**src/rtl/uart_lsr_core.sv**
```systemverilog
module uart_lsr_core #(
  parameter int FIFO_DEPTH = 16,
  parameter int OVS        = 16
) (
  input  logic       clk,
  input  logic       rst_n,
  input  logic       fifo_en,
  input  logic       rx_push,
  input  logic       rx_push_pe,
  input  logic       rx_push_fe,
  input  logic       rx_push_brk,
  input  logic       rx_pop,
  input  logic       rx_pop_err,
  input  logic       tx_hold_empty,
  input  logic       tx_shift_empty,
  input  logic       tx_idle,
  input  logic       tx_break,
  input  logic       rx_line,
  input  logic       baud_tick,
  input  logic [1:0] char_len,
  input  logic       parity_en,
  input  logic       two_stop,
  input  logic       lsr_rd,
  output logic [7:0] lsr,
  output logic       brk_push
);
  localparam int ECW = $clog2(FIFO_DEPTH + 1);
  localparam int TW  = $clog2(12 * OVS + 2);

  logic [ECW-1:0] ecnt, ecnt_nxt;
  logic [TW-1:0]  btmr, bthr;
  logic           err_r, temt_r, thre_r, bi_r, bseen;
  logic           brk_det, inc, dec;
  logic [3:0]     nbits;

  assign nbits = 4'd7 + 4'(char_len) + 4'(parity_en) + 4'(two_stop);
  assign bthr  = TW'(nbits) * TW'(OVS);

  assign brk_det = baud_tick && !rx_line && !bseen && (btmr == bthr);

  assign inc = fifo_en && ((rx_push && (rx_push_pe || rx_push_fe || rx_push_brk)) || brk_det);
  assign dec = fifo_en && rx_pop && rx_pop_err;

  always_comb begin
    ecnt_nxt = ecnt;
    if (!fifo_en) ecnt_nxt = '0;
    else begin
      if (inc && ecnt != ECW'(FIFO_DEPTH)) ecnt_nxt = ecnt_nxt + 1'b1;
      if (dec && ecnt_nxt != '0)           ecnt_nxt = ecnt_nxt - 1'b1;
    end
  end

  always_ff @(posedge clk or negedge rst_n) begin
    if (!rst_n) begin
      ecnt <= '0;
      err_r <= 1'b0;
    end else begin
      ecnt <= ecnt_nxt;
      if (!fifo_en)                       err_r <= 1'b0;
      else if (inc)                       err_r <= 1'b1;
      else if (lsr_rd && ecnt_nxt == '0)  err_r <= 1'b0;
    end
  end

  always_ff @(posedge clk or negedge rst_n) begin
    if (!rst_n) begin
      thre_r <= 1'b1;
      temt_r <= 1'b1;
    end else begin
      thre_r <= tx_hold_empty && !tx_break;
      temt_r <= tx_hold_empty && tx_shift_empty && tx_idle && !tx_break;
    end
  end

  always_ff @(posedge clk or negedge rst_n) begin
    if (!rst_n) begin
      btmr     <= '0;
      bseen    <= 1'b0;
      bi_r     <= 1'b0;
      brk_push <= 1'b0;
    end else begin
      brk_push <= brk_det && fifo_en;
      if (rx_line) begin
        btmr  <= '0;
        bseen <= 1'b0;
      end else if (baud_tick && !bseen) begin
        if (brk_det) bseen <= 1'b1;
        else         btmr  <= btmr + 1'b1;
      end
      if (brk_det)     bi_r <= 1'b1;
      else if (lsr_rd) bi_r <= 1'b0;
    end
  end

  assign lsr = {err_r, temt_r, thre_r, bi_r, 4'b0000};
endmodule


```
**config.mk**
```make
export PLATFORM = sky130hd
export DESIGN_NAME = uart_lsr_core
export DESIGN_NICKNAME = d
export VERILOG_FILES = /design/src/rtl/uart_lsr_core.sv
export SDC_FILE = /design/constraint.sdc
export NUM_CORES = 1
export LEC_CHECK = 0
export ABC_AREA = 0
export BUFFER_PORTS_ARGS = -buffer_cell sky130_fd_sc_hd__clkbuf_2
export CORE_ASPECT_RATIO = 1.25
export CORE_MARGIN = 1.5
export CORE_UTILIZATION = 58
export CTS_CLUSTER_SIZE = 25
export DETAILED_ROUTE_END_ITERATION = 8
export PLACE_DENSITY = 0.9
export SYNTH_ARGS = -nofsm -noshare
export SYNTH_HDL_FRONTEND = slang
export SYNTH_SLANG_ARGS = --single-unit
```
**constraint.sdc**
```tcl
create_clock -name clk -period 4.12 [get_ports clk]
set_input_delay 0.412 -clock clk [delete_from_list [all_inputs] [get_ports clk]]
set_output_delay 0.412 -clock clk [all_outputs]
set_load 0.02 [all_outputs]
```
==> out/results.txt <==
Num CTS Buffers - 3
Pleak - 0.7438 nW
Relative slew slack - 0.6032
RD Place Congestion - 1.003
Clock Sinks - 19
Fin Setup TNS - 0 ps
Final setup fails - 0
Drt drc - 0
Routed length per placed instance - 13.85 um
Root buf cell - clkbuf_4
Post-synth EDFFs - 0
Worst vdd ir - 0.0002244 V
RSZ-0062 raised after global routing - no
Max clock buf depth - 2
Synth cell count leaders - nor2_1 (19), dfrtp_1 (17), inv_1 (11)
Largest cells by area after synthesis - dfrtp_1 (31%), ha_1 (6.4%), nor2_1 (5.2%), xor2_1 (5.1%), xnor2_1 (4.5%)
Syn Area/Cell - 9.032 sq um
Drt pass-1 iters - 4
Hold WS - 39.37 ps
Placed Area - 1463 sq um
Hold Crit Class - input port to asynchronous set/reset pin
CTS H-tree depth - 1
Critical Setup Path Class - input port to flop
Status - completed
GRT Total Usage - 0.2448
Post-synthesis cell type count - 45
Die height - 57.22 um
Worst path required time - 4290 ps
Post-synthesis register bit count - 19
R2r worst-path depth - 10
Seq. cell area - 478.0 sq um
Leading area contributor after synthesis - dfrtp_1
Largest net degree at the start of global routing - 20
Fill cells - 200
Actual slew at the worst max-slew pin - 593.3 ps
Clock Latency Late Sink - 300 ps
Net count, final - 200
Power Density - 263.9 nW/um^2
R2R Path End - err_r
Final Hold Viols - 0
Drt initial violations - 32
Top cell type's share of synthesized area - 0.3119
Initial Util - 0.6169
Detailed-route vias per instance - 5.574
CTS tree - done
Mapped Area - 1364 sq um
# Post-CTS Setup Buffers - 0
Worst reg2reg setup slack - 1050 ps
Antenna Nets Post-Route - 0
Initial antenna violation count - 0
Overall Power - 0.3932 mW
Multi-input gate area - 784.5 sq um
Vias in the first global route - 1,129
Ant. Diodes - 0
Vias - 1,126
Critical Path Start Type - input port
Core area - 2211 sq um
CP endpoint kind - flop
Die width - 46.37 um
Fin crit period - 3345 ps
Post-Route WL - 2798 um
Yosys warns - 0
FP Rows - 19
Sequential area share after synthesis - 0.3505
Post-route cell area - 1490 sq um
Crit-path max FO - 6
Gate Count Post-Synth - 151
Fmax - 298.9 MHz
Worst R2R Start - btmr[0]
Final Cycle Share - 0.8119
Die ar. - 2653 sq um
First-pass GRT wire length - 4774 um
Post-synth top flop - dfrtp_1
Share of layout cells above drive strength 1 - 0.2164
Post-layout util - 0.6740
Port Buf Inserts - 24
Post-CTS Resized - 0
Crit path DAT - 3520 ps
Post-synth ARST share - 1.000
GR Overflow Total - 0
Worst Clk Skew - 5.732 ps
Final Slew Violations - 0
CTS Hold Bufs - 0
Post-DP HPWL - 2276 um
Max cap viols - 0
I/O pin total - 29
Top-count cell post-synth - nor2_1
Synth-to-Final Area Change - 9.266%
Clk slew on worst S/H paths - 110 ps
metrics by stage:
stage          worst slack, ps  std cells
4_1_cts                  802.1        202
5_1_grt                  541.0        202
3_5_place_dp             493.0        198
2_1_floorplan            863.3        154
3_3_place_gp             605.4        198
6_report                 774.9        202
kinds of logic after synthesis:
| kind of cell | share of synthesized area |
|---|---|
| and+or+nand+nor | 0.2376 |
| AOI/OAI and AO/OA | 0.1248 |
| buffers and inverters | 0.08257 |
| DFF | 0.3505 |
| xor gates and xnor gates | 0.09633 |
| adders and majority gates | 0.07890 |
| muxes | 0.02660 |
| other | 0.002750 |
state kept, by name, indices dropped and copies added (netlist names):
name      cells
temt_r        1
bi_r          1
err_r         1
ecnt          5
thre_r        1
brk_push      1
btmr          8
bseen         1
placed cells by master, fill, tap and decap left out, types with 2 or more instances in the layout:
master,n
nor2_1,19
dfrtp_1,17
ha_1,7
clkbuf_2,24
conb_1,4
nand4_1,2
and3_1,8
a21oi_1,6
xnor2_1,7
nand2_1,9
o21a_1,3
nor2b_1,3
clkbuf_4,3
nand3_1,6
or3_1,2
dfstp_2,2
inv_1,11
o21ai_0,3
xor2_1,8
area by class of cell:
class	instances	area share
repair buffers	24	0.08060
multi-input cells	113	0.5264
well taps	31	0.02603
clock inverters	1	0.003359
inverters	11	0.02771
flip-flops and latches	19	0.3207
clock buffers	3	0.01511
power by group:
part	switching (mW)	internal [mW]	total (mW)
registers	0.00683	0.193	0.200
logic	0.0551	0.0428	0.0979
clock network	0.0591	0.0362	0.0954
per-layer routing:
layer  vias to the layer above  global-route usage  share of wire
li1                        545                   -              -
met1                       535              0.2875           0.40
met2                        37              0.4206           0.53
met3                         9             0.05696          0.048
met4                         0             0.08571          0.018
met5                         -                   0              0
worst max-delay path: stages:
cell	delay (ps)
clkbuf_2	80
inv_1	50
ha_1	280
inv_1	60
ha_1	150
inv_1	50
fa_1	490
xor2_1	200
and4bb_2	310
and4_1	210
a21oi_1	90
xor2_1	510
xor2_1	140
o32ai_1	310
a32oi_1	180
worst max-delay path by stage:
stage | from | to | slack (ps) | cells after the start
6_report | char_len[0] | err_r | 770 | 15
3_5_place_dp | char_len[0] | err_r | 490 | 15
3_3_place_gp | char_len[0] | err_r | 610 | 15
2_1_floorplan | char_len[0] | err_r | 860 | 14
5_1_grt | char_len[0] | err_r | 540 | 15
4_1_cts | char_len[0] | err_r | 800 | 15
(Power assumes the default switching activity.)
